--- config.mk ---
export PLATFORM = sky130hd
export DESIGN_NAME = pwm_fault_guard
export DESIGN_NICKNAME = d
export VERILOG_FILES = /design/src/rtl/pfg_pkg.sv /design/src/rtl/pfg_fault_sync.sv /design/src/rtl/pfg_sd_ctrl.sv /design/src/rtl/pfg_pin_lane.sv /design/src/rtl/pwm_fault_guard.sv
export SDC_FILE = /design/constraint.sdc
export NUM_CORES = 1
export LEC_CHECK = 0
export BUFFER_PORTS_ARGS = -buffer_cell sky130_fd_sc_hd__buf_4
export CAP_MARGIN = 10
export CELL_PAD_IN_SITES_DETAIL_PLACEMENT = 1
export CELL_PAD_IN_SITES_GLOBAL_PLACEMENT = 2
export CORE_MARGIN = 2
export CORE_UTILIZATION = 21
export DETAILED_ROUTE_END_ITERATION = 10
export GPL_ROUTABILITY_DRIVEN = 0
export PLACE_DENSITY = 0.89
export SLEW_MARGIN = 15
export SYNTH_ARGS = -nofsm -noshare
export SYNTH_HDL_FRONTEND = slang
export SYNTH_SLANG_ARGS = --single-unit
--- constraint.sdc ---
create_clock -name clk_i -period 1.71 [get_ports clk_i]
set_clock_uncertainty 0.2 [all_clocks]
set_input_delay 0 -clock clk_i [delete_from_list [all_inputs] [get_ports clk_i]]
set_output_delay 0 -clock clk_i [all_outputs]
set_load 0.02 [all_outputs]
--- src/rtl/pfg_pkg.sv ---
package pfg_pkg;
  typedef enum logic [1:0] {
    SD_INACTIVE = 2'b00,
    SD_TRISTATE = 2'b01,
    SD_LOW      = 2'b10,
    SD_HIGH     = 2'b11
  } sd_mode_e;
endpackage

--- src/rtl/pfg_fault_sync.sv ---
module pfg_fault_sync #(
  parameter int NSRC   = 4,
  parameter int SEL_W  = 2,
  parameter int STAGES = 2
) (
  input  logic             clk_i,
  input  logic             rst_ni,
  input  logic [NSRC-1:0]  fault_n_i,
  input  logic [SEL_W-1:0] sel_i,
  output logic             fault_low_o
);
  logic              sel_n;
  logic [STAGES-1:0] chain_q;

  // out-of-range select reads as no fault
  always_comb begin
    sel_n = 1'b1;
    for (int i = 0; i < NSRC; i++)
      if (sel_i == SEL_W'(i)) sel_n = fault_n_i[i];
  end

  always_ff @(posedge clk_i or negedge rst_ni) begin
    if (!rst_ni) chain_q <= '0;
    else         chain_q <= {chain_q[STAGES-2:0], ~sel_n};
  end

  assign fault_low_o = chain_q[STAGES-1];
endmodule

--- src/rtl/pfg_sd_ctrl.sv ---
module pfg_sd_ctrl (
  input  logic clk_i,
  input  logic rst_ni,
  input  logic fault_low_i,
  input  logic sw_set_i,
  input  logic sw_clr_i,
  input  logic auto_restart_i,
  input  logic restart_ref_i,
  output logic sd_o
);
  logic ref_q;
  logic ref_rise;
  logic sd_d;

  assign ref_rise = restart_ref_i & ~ref_q;

  always_comb begin
    sd_d = sd_o;
    if (sw_set_i || fault_low_i)               sd_d = 1'b1;
    else if (sw_clr_i)                         sd_d = 1'b0;
    else if (auto_restart_i && ref_rise)       sd_d = 1'b0;
  end

  always_ff @(posedge clk_i or negedge rst_ni) begin
    if (!rst_ni) begin
      sd_o  <= 1'b0;
      ref_q <= 1'b0;
    end else begin
      sd_o  <= sd_d;
      ref_q <= restart_ref_i;
    end
  end

  a_r3_sw_set_enters: assert property (@(posedge clk_i) disable iff (!rst_ni)
    sw_set_i |=> sd_o);
  a_r2_fault_enters: assert property (@(posedge clk_i) disable iff (!rst_ni)
    fault_low_i |=> sd_o);
  a_r6_clr_blocked: assert property (@(posedge clk_i) disable iff (!rst_ni)
    (sd_o && fault_low_i) |=> sd_o);
  a_r5_manual_hold: assert property (@(posedge clk_i) disable iff (!rst_ni)
    (sd_o && !auto_restart_i && !sw_clr_i) |=> sd_o);
  a_r10_set_wins: assert property (@(posedge clk_i) disable iff (!rst_ni)
    (sw_set_i && sw_clr_i) |=> sd_o);
endmodule

--- src/rtl/pfg_pin_lane.sv ---
module pfg_pin_lane
  import pfg_pkg::*;
(
  input  logic     wave_i,
  input  logic     pol_i,
  input  logic     en_i,
  input  logic     ovr_en_i,
  input  logic     ovr_val_i,
  input  logic     sd_i,
  input  sd_mode_e mode_i,
  output logic     pin_o,
  output logic     oe_o
);
  always_comb begin
    pin_o = 1'b0;
    oe_o  = 1'b0;
    if (en_i) begin
      oe_o = 1'b1;
      if (sd_i) begin
        unique case (mode_i)
          SD_INACTIVE: pin_o = pol_i;
          SD_TRISTATE: oe_o  = 1'b0;
          SD_LOW:      pin_o = 1'b0;
          SD_HIGH:     pin_o = 1'b1;
          default:     pin_o = 1'b0;
        endcase
      end else if (ovr_en_i) begin
        pin_o = ovr_val_i;
      end else begin
        pin_o = wave_i ^ pol_i;
      end
    end
  end
endmodule

--- src/rtl/pwm_fault_guard.sv ---
module pwm_fault_guard
  import pfg_pkg::*;
#(
  parameter int NOUT         = 4,
  parameter int NSRC         = 4,
  parameter int SYNC_STAGES  = 2,
  parameter int RESTART_LANE = 0,
  localparam int SelW        = (NSRC > 1) ? $clog2(NSRC) : 1
) (
  input  logic              clk_i,
  input  logic              rst_ni,
  input  logic [NOUT-1:0]   wave_i,
  input  logic [NOUT-1:0]   pol_i,
  input  logic [NSRC-1:0]   fault_n_i,
  input  logic [SelW-1:0]   fault_sel_i,
  input  logic [2*NOUT-1:0] sd_state_i,
  input  logic              sw_set_i,
  input  logic              sw_clr_i,
  input  logic              auto_restart_i,
  input  logic [NOUT-1:0]   out_en_i,
  input  logic [NOUT-1:0]   ovr_en_i,
  input  logic [NOUT-1:0]   ovr_val_i,
  output logic [NOUT-1:0]   pin_o,
  output logic [NOUT-1:0]   pin_oe_o,
  output logic              sd_status_o
);
  logic fault_low;

  pfg_fault_sync #(
    .NSRC  (NSRC),
    .SEL_W (SelW),
    .STAGES(SYNC_STAGES)
  ) u_sync (
    .clk_i      (clk_i),
    .rst_ni     (rst_ni),
    .fault_n_i  (fault_n_i),
    .sel_i      (fault_sel_i),
    .fault_low_o(fault_low)
  );

  pfg_sd_ctrl u_ctrl (
    .clk_i         (clk_i),
    .rst_ni        (rst_ni),
    .fault_low_i   (fault_low),
    .sw_set_i      (sw_set_i),
    .sw_clr_i      (sw_clr_i),
    .auto_restart_i(auto_restart_i),
    .restart_ref_i (wave_i[RESTART_LANE]),
    .sd_o          (sd_status_o)
  );

  for (genvar g = 0; g < NOUT; g++) begin : g_lane
    pfg_pin_lane u_lane (
      .wave_i   (wave_i[g]),
      .pol_i    (pol_i[g]),
      .en_i     (out_en_i[g]),
      .ovr_en_i (ovr_en_i[g]),
      .ovr_val_i(ovr_val_i[g]),
      .sd_i     (sd_status_o),
      .mode_i   (sd_mode_e'(sd_state_i[2*g +: 2])),
      .pin_o    (pin_o[g]),
      .oe_o     (pin_oe_o[g])
    );

    a_r8_lane_off: assert property (@(posedge clk_i) disable iff (!rst_ni)
      !out_en_i[g] |-> (!pin_oe_o[g] && !pin_o[g]));
    a_r4_tristate: assert property (@(posedge clk_i) disable iff (!rst_ni)
      (sd_status_o && sd_state_i[2*g +: 2] == 2'b01) |-> !pin_oe_o[g]);
    a_r9_no_sd_drive: assert property (@(posedge clk_i) disable iff (!rst_ni)
      (!sd_status_o && out_en_i[g]) |-> pin_oe_o[g]);
  end
endmodule

==> reports/results.ini, run 1 <==
[timing]
max_freq_mhz = 632
worst_slack_ns = 0.127
post-route-period-util_pct = 92.6
tightest_slew_ns = 0.245
setup_viol = 0
slew_headroom_pct = 83.6
period_minus_slack_ns = 1.58
timing.setup.tns_ns = 0
drv_slew = 0
rsz0062_at_grt = false
hold_viol_final = 0

[synth]
yosysWarnings = 0
synth_seq_cells = 4
synthesis.area_um2 = 596
dominantRegCellSynth = dfrtp_1
synth_enable_flop_cells = 0
ys_types = 14
synth_top_area_cell = ha_1
synth_nets = 117
synth_area_leaders = ha_1, dfrtp_1, buf_4
yosys.area.top_type_share_pct = 25.2
seq_area_frac_synth_pct = 16.8
syn_inst = 66
synth_most_common_cell = ha_1
syn_area_per_cell_um2 = 9.02
synth_commonest_cells = ha_1, inv_1, buf_4
async_flop_share_pct = 100

[route]
drc = 0
routed_wl_um = 1780
firstDrtPassIters = 2
antenna_left = 0
routed_via_density = 4.32
routedWlPerCell_um = 12.2
drtIter0Drc = 5
via_count = 631

[place]
post-place-ws_ns = 0.413
port_buffers = 47
dpl.hpwl_um = 1450
place_inst = 135

[global_routing]
grt_max_degree = 15
met1_usage_pct = 12.4
grt_pass1_wl_um = 3020
use_met3_pct = 2.04
grt_pass1_vias = 711
met2_usage_pct = 24.0
antenna_found_initial = 0
grt_overflow = 0
grt_use_total_pct = 11.9
grt.busiest_layer = met2

[clocking]
h-tree-depth = 1
clkLatencyLatePin_ns = 0.23
cts_tree = done
cts_buffer_depth = 2
clock-sinks = 4
clock-root-buffer = clkbuf_4
postCtsSetupBuffers = 0
clk_pin_slew_ns = 0.04
cts_inserted_buffers = 3

[critical_path]
crit_path_start_kind = input port
critical_path_class = in -> reg
worst-path-max-fanout = 1
worstSetupEndpointType = flip-flop
required_ns = 1.68
cp.arrival_ns = 1.55

[pwr]
powerDensity_nw_per_um2 = 418
vdd_drop_max_mv = 0.291
leakagePower_nw = 0.555
power_uw = 428

[floorplanning]
design.core.area_um2 = 2730
die_height_um = 57.3
ios = 48
die_width_um = 57.3
row_count = 19
dieArea_um2 = 3280
start_util_pct = 21.8

[layout]
n_antenna_cell = 0
final_cells = 146
utilization_pct = 37.4
nNetsFinal = 168
drive_gt1_share_pct = 45.2
syn2layout_area_growth_pct = 71.8
fillers = 317

[hold_path]
min-delay-path-class = reg -> reg

[run_status]
status = finished clean

[flow_run]
drv_cap = 0

final cells by class:
class                   instances  area [um2]  share of cell area, %
multi-input cells              43         390                   38.1
inverters                      10        37.5                   3.67
clock buffers                   3        22.5                   2.20
flip-flops and latches          4         101                   9.90
well taps                      31        38.8                   3.79
repair buffers                 55         433                   42.3
critical path, stage by stage:
cell and delay, ns:
dlygate4sd3_1 0.54, buf_4 0.13, mux4_2 0.26, dlygate4sd3_1 0.56
inv_1 0.06
flip-flops by register name (all words and copies together) (netlist names):
name / cells
u_ctrl.sd_o: 1
u_ctrl.ref_q: 1
u_sync.chain_q: 2
report_power, final:
part / internal [mW] / total, mW / switching (mW)
clock: 0.0783 / 0.114 / 0.0356
sequential: 0.103 / 0.110 / 0.00676
combinational: 0.122 / 0.204 / 0.0816
per-layer routing:
metal / part of all wire, % / vias to the layer above / routed length [um]
li1: - / 313 / -
met1: 34 / 289 / 614
met2: 59 / 27 / 1050
met3: 6.2 / 2 / 111
met4: 0.34 / 0 / 6
met5: 0 / - / 0
stage by stage:
stage | instance area [um2] | hold slack, ns
finish | 1020 | 0.145
global route | 1020 | 0.158
CTS | 1020 | 0.148
detailed placement | 920 | -0.399
global placement | 920 | -0.402
floorplan | 596 | -0.496
path summary, 6_finish.rpt:
check	to	slack, ns	startpoint	cells past startpoint
min	u_sync.chain_q[1]$_DFF_PN0_	0.15	u_sync.chain_q[0]$_DFF_PN0_	0
max in group asynchronous	u_ctrl.sd_o$_DFFE_PN0P_	0.65	rst_ni	3
max	u_sync.chain_q[0]$_DFF_PN0_	0.13	fault_sel_i[1]	5
max reg2reg	u_ctrl.sd_o$_DFFE_PN0P_	0.54	u_ctrl.ref_q$_DFF_PN0_	2
min in group asynchronous	u_sync.chain_q[0]$_DFF_PN0_	0.47	rst_ni	3
min reg2reg	u_sync.chain_q[1]$_DFF_PN0_	0.15	u_sync.chain_q[0]$_DFF_PN0_	0
logic make-up after synthesis:
kind of cell	Yosys count	synth area share [%]
buffers and inverters	19	17.6
AOI/OAI and AO/OA	13	16.0
adders and majority gates	12	25.2
and+or+nand+nor	9	7.98
muxes	5	10.5
xor gates and xnor gates	4	5.88
DFF	4	16.8
layout by cell type (no fill, tap or decap):
cell type	instances
a21boi_0	4
a21oi_1	4
a311o_1	1
buf_4	47
clkbuf_4	3
dfrtp_1	3
dfrtp_2	1
dlygate4sd3_1	8
ha_1	12
inv_1	10
mux2i_1	4
mux4_2	1
nand2_1	4
nand2b_1	4
nand3b_1	1
o32ai_1	4
xor2_1	4
repair_timing:
item                                    in CTS  in global routing
hold buffers                                 8                  0
endpoints found under the setup margin       0                  1
resized for setup                            0                  1
hold endpoints to repair                     7                  0
(Power assumes the default switching activity.)
==> run 2, diff against run 1 <==
Settings changed: CORE_UTILIZATION 21 to 20, CTS_CLUSTER_DIAMETER set to 100, PLACE_DENSITY 0.89 to 0.87, SYNTH_HIERARCHICAL set to 1.
==> run 2 against run 1 <==
Against the previous run: count of clock-buffer cells in the layout stayed put; clock power is 5% higher; synthesized cell count is 14% lower; sequential share of layout area is 0.39 points lower; flip-flop and latch count stayed put; synthesized area is 6.3% lower; worst setup slack better by 0.014 ns; first-iteration DRC count is 60% lower; utilization is 1.4 points higher; final cell count stayed put; critical path type unchanged; largest power group unchanged; non-clock buffer count stayed put.
==> reports/results.ini, run 2 <==
[floorplanning]
start_util_pct = 20.6  ; was 21.8%
dieArea_um2 = 3230  ; was 3280 um2
ios = 48  ; unchanged
die_height_um = 56.8  ; was 57.3 um
row_count = 19  ; unchanged
design.core.area_um2 = 2710  ; was 2730 um2
die_width_um = 56.8  ; was 57.3 um

[layout]
n_antenna_cell = 0  ; unchanged
fillers = 331  ; was 317
syn2layout_area_growth_pct = 88.6  ; was 71.8%
final_common_cell = buf_4  ; unchanged
reg_top3 = u_sync/chain_q x2, u_ctrl/ref_q x1, u_ctrl/sd_o x1  ; was u_sync.chain_q x2, u_ctrl.ref_q x1, u_ctrl.sd_o x1
largest_reg_flops = 2  ; unchanged
largest-register = u_sync/chain_q  ; was u_sync.chain_q
multiInputGateArea_um2 = 420  ; was 390 um2
drive_gt1_share_pct = 47.8  ; was 45.2%
nNetsFinal = 168  ; unchanged
regArea_um2 = 100  ; was 101 um2
final_cell_mix = buf_4, ha_1, inv_1, dlygate4sd3_1, nand3b_1  ; was buf_4, ha_1, inv_1, dlygate4sd3_1

[global_routing]
grt_pass1_wl_um = 2790  ; was 3020 um
grt_use_total_pct = 11.2  ; was 11.9%
grt_overflow = 0  ; unchanged
grt_max_degree = 15  ; unchanged
antenna_found_initial = 0  ; unchanged
grt_pass1_vias = 702  ; was 711

[critical_path]
critical_path_class = in -> reg  ; unchanged
path_buf_inv = 4  ; unchanged
cpLargestDelayFamily = buffers and inverters  ; unchanged
worst-path-max-fanout = 1  ; unchanged
cp_cell_sequence = dlygate4sd3_1 > buf_4 > mux4_2 > dlygate4sd3_1 > inv_1  ; unchanged
reg2reg_depth = 2  ; unchanged
r2r_start = u_ctrl/ref_q$_DFF_PN0_  ; was u_ctrl.ref_q$_DFF_PN0_
cp.arrival_ns = 1.55  ; about the same
cpMaxStageDelayCell = dlygate4sd3_1  ; unchanged
timing.rr.end = u_ctrl/sd_o$_DFFE_PN0P_  ; was u_ctrl.sd_o$_DFFE_PN0P_
crit_top_cell = dlygate4sd3_1  ; unchanged
required_ns = 1.69  ; was 1.68 ns
worstSetupEndpointType = flip-flop  ; unchanged
max_stage_delay_ns = 0.57  ; was 0.56 ns
crit_path_start_kind = input port  ; unchanged
rrSetupSlack_ns = 0.55  ; was 0.54 ns

[pwr]
leakagePower_nw = 0.556  ; was 0.555 nW
pwr-share-comb_pct = 47.9  ; was 47.7%
pwr-share-clk_pct = 27.3  ; was 26.6%
intPower_uw = 309  ; was 304 uW
swShare_pct = 29.9  ; was 29.0%
p_seq_share_pct = 24.8  ; was 25.7%
p_switching_uw = 132  ; was 124 uW
vdd_drop_max_mv = 0.323  ; was 0.291 mV
powerDensity_nw_per_um2 = 419  ; was 418 nW/um2

[timing]
post-route-period-util_pct = 91.8  ; was 92.6%
timing.setup.tns_ns = 0  ; unchanged
worst_slack_ns = 0.141  ; was 0.127 ns
max_freq_mhz = 637  ; was 632 MHz
tightest_slew_ns = 0.371  ; was 0.245 ns
hold_viol_final = 0  ; unchanged
rsz0062_at_grt = false  ; unchanged
drv_slew = 0  ; unchanged
period_minus_slack_ns = 1.57  ; was 1.58 ns
setup_viol = 0  ; unchanged
slew_headroom_pct = 75.3  ; was 83.6%

[synth]
ys_types = 12  ; was 14
synth_area_leaders = ha_1, dfrtp_1, o22ai_2  ; was ha_1, dfrtp_1, buf_4
synthesis.area_um2 = 558  ; was 596 um2
syn_area_per_cell_um2 = 9.79  ; was 9.02 um2
synth_top_area_cell = ha_1  ; unchanged
synth_enable_flop_cells = 0  ; unchanged
seq_area_frac_synth_pct = 17.9  ; was 16.8%
async_flop_share_pct = 100  ; unchanged
synth_nets = 108  ; was 117
synth_most_common_cell = ha_1  ; unchanged
dominantRegCellSynth = dfrtp_1  ; unchanged
yosysWarnings = 6  ; was 0
yosys.area.top_type_share_pct = 26.9  ; was 25.2%
syn_inst = 57  ; was 66
synth_seq_cells = 4  ; unchanged
synth_commonest_cells = ha_1, inv_1, nand3b_1  ; was ha_1, inv_1, buf_4

[clocking]
clk_pin_slew_ns = 0.04  ; about the same
clock-root-buffer = clkbuf_4  ; unchanged
clock-sinks = 4  ; unchanged
cts_inserted_buffers = 3  ; unchanged
h-tree-depth = 1  ; unchanged
cts_buffer_depth = 2  ; unchanged
cts_tree = done  ; unchanged
clkLatencyLatePin_ns = 0.24  ; was 0.23 ns
postCtsSetupBuffers = 0  ; unchanged
cts_hold_buf = 8  ; unchanged
cts_resized = 0  ; unchanged

[route]
routed_via_density = 4.45  ; was 4.32
via_count = 649  ; was 631
routed_wl_um = 1670  ; was 1780 um
drtIter0Drc = 2  ; was 5
antenna_left = 0  ; unchanged
routedWlPerCell_um = 11.4  ; was 12.2 um
firstDrtPassIters = 3  ; was 2
drc = 0  ; unchanged

[hold_path]
min-delay-path-class = reg -> reg  ; unchanged
whs_endpoint = u_sync/chain_q[1]$_DFF_PN0_  ; was u_sync.chain_q[1]$_DFF_PN0_
hold_depth = 0  ; unchanged
holdCritStartpoint = u_sync/chain_q[0]$_DFF_PN0_  ; was u_sync.chain_q[0]$_DFF_PN0_

[flow_run]
drv_cap = 0  ; unchanged

[place]
dpl.hpwl_um = 1430  ; was 1450 um
port_buffers = 47  ; unchanged
post-place-ws_ns = 0.442  ; was 0.413 ns

[run_status]
status = finished clean  ; unchanged

==> run 2: changes by cell type after synthesis <==
cell      delta
o22ai_2      +4
o32ai_1      -4
buf_4        -9
nand2_1      -4
nand3b_1     +4
==> run 2: cell families (layout without fill, tap and decap cells) <==
logic type               after synthesis  after routing  share of synthesized area, %
XOR/XNOR                               4              4                          6.28
buffers and inverters                 10             68                          6.73
AND/OR/NAND/NOR                        9              9                          11.2
flip-flops                             4              4                          17.9
AO/OA/AOI/OAI                         13             13                          19.7
adder cells (fa/ha/maj)               12             12                          26.9
multiplexers                           5              5                          11.2
==> run 2: worst reg2reg max path, stage by stage (launching register included) <==
cell	delay (ns)
dfrtp_1	0.35
nand3b_1	0.15
a311o_1	0.34
==> run 2: layer usage <==
metal | vias to the layer above | share of wire (%) | track usage, %
met5 | - | 0 | 0
met4 | 0 | 1.9 | 5.98
met3 | 4 | 10 | 3.00
met2 | 35 | 53 | 22.6
met1 | 298 | 34 | 9.64
li1 | 312 | - | -
==> run 2: power groups by stage <==
stage	clock [mW]	sequential, mW	combinational (mW)
floorplan	0	0.111	0.0820
global placement	0	0.111	0.194
detailed placement	0	0.111	0.198
CTS	0.122	0.110	0.215
global route	0.129	0.111	0.232
finish	0.120	0.110	0.211
==> run 2: how the worst max path moves through the flow <==
stage                                  from                          end  slack, ns  cells past startpoint
floorplan           u_ctrl/sd_o$_DFFE_PN0P_                  pin_oe_o[0]       0.42                      1
global placement    u_ctrl/sd_o$_DFFE_PN0P_                     pin_o[3]       0.51                      3
detailed placement  u_ctrl/sd_o$_DFFE_PN0P_                     pin_o[1]       0.44                      3
CTS                          fault_sel_i[1]  u_sync/chain_q[0]$_DFF_PN0_       0.15                      5
global route                 fault_sel_i[1]  u_sync/chain_q[0]$_DFF_PN0_        0.1                      5
finish                       fault_sel_i[1]  u_sync/chain_q[0]$_DFF_PN0_       0.14                      5
==> run 2: stage by stage <==
stage          utilization, %  power (mW)  hold slack (ns)  instances  instance area [um2]
3_5_place_dp             35.0       0.310           -0.400        135                  950
6_report                 38.8       0.441            0.146        146                 1050
2_1_floorplan               -       0.193           -0.496         57                  558
4_1_cts                  38.8       0.447            0.152        146                 1050
5_1_grt                  38.8       0.472            0.154        146                 1050
3_3_place_gp             35.0       0.304           -0.403        135                  950
==> run 2: layout make-up <==
cell class                      count  area share (%)
Inverter                           10            3.57
Sequential cell                     4            9.51
Clock buffer                        3            2.14
Timing Repair Buffer               55            41.1
Multi-Input combinational cell     43            40.0
Tap cell                           31            3.69
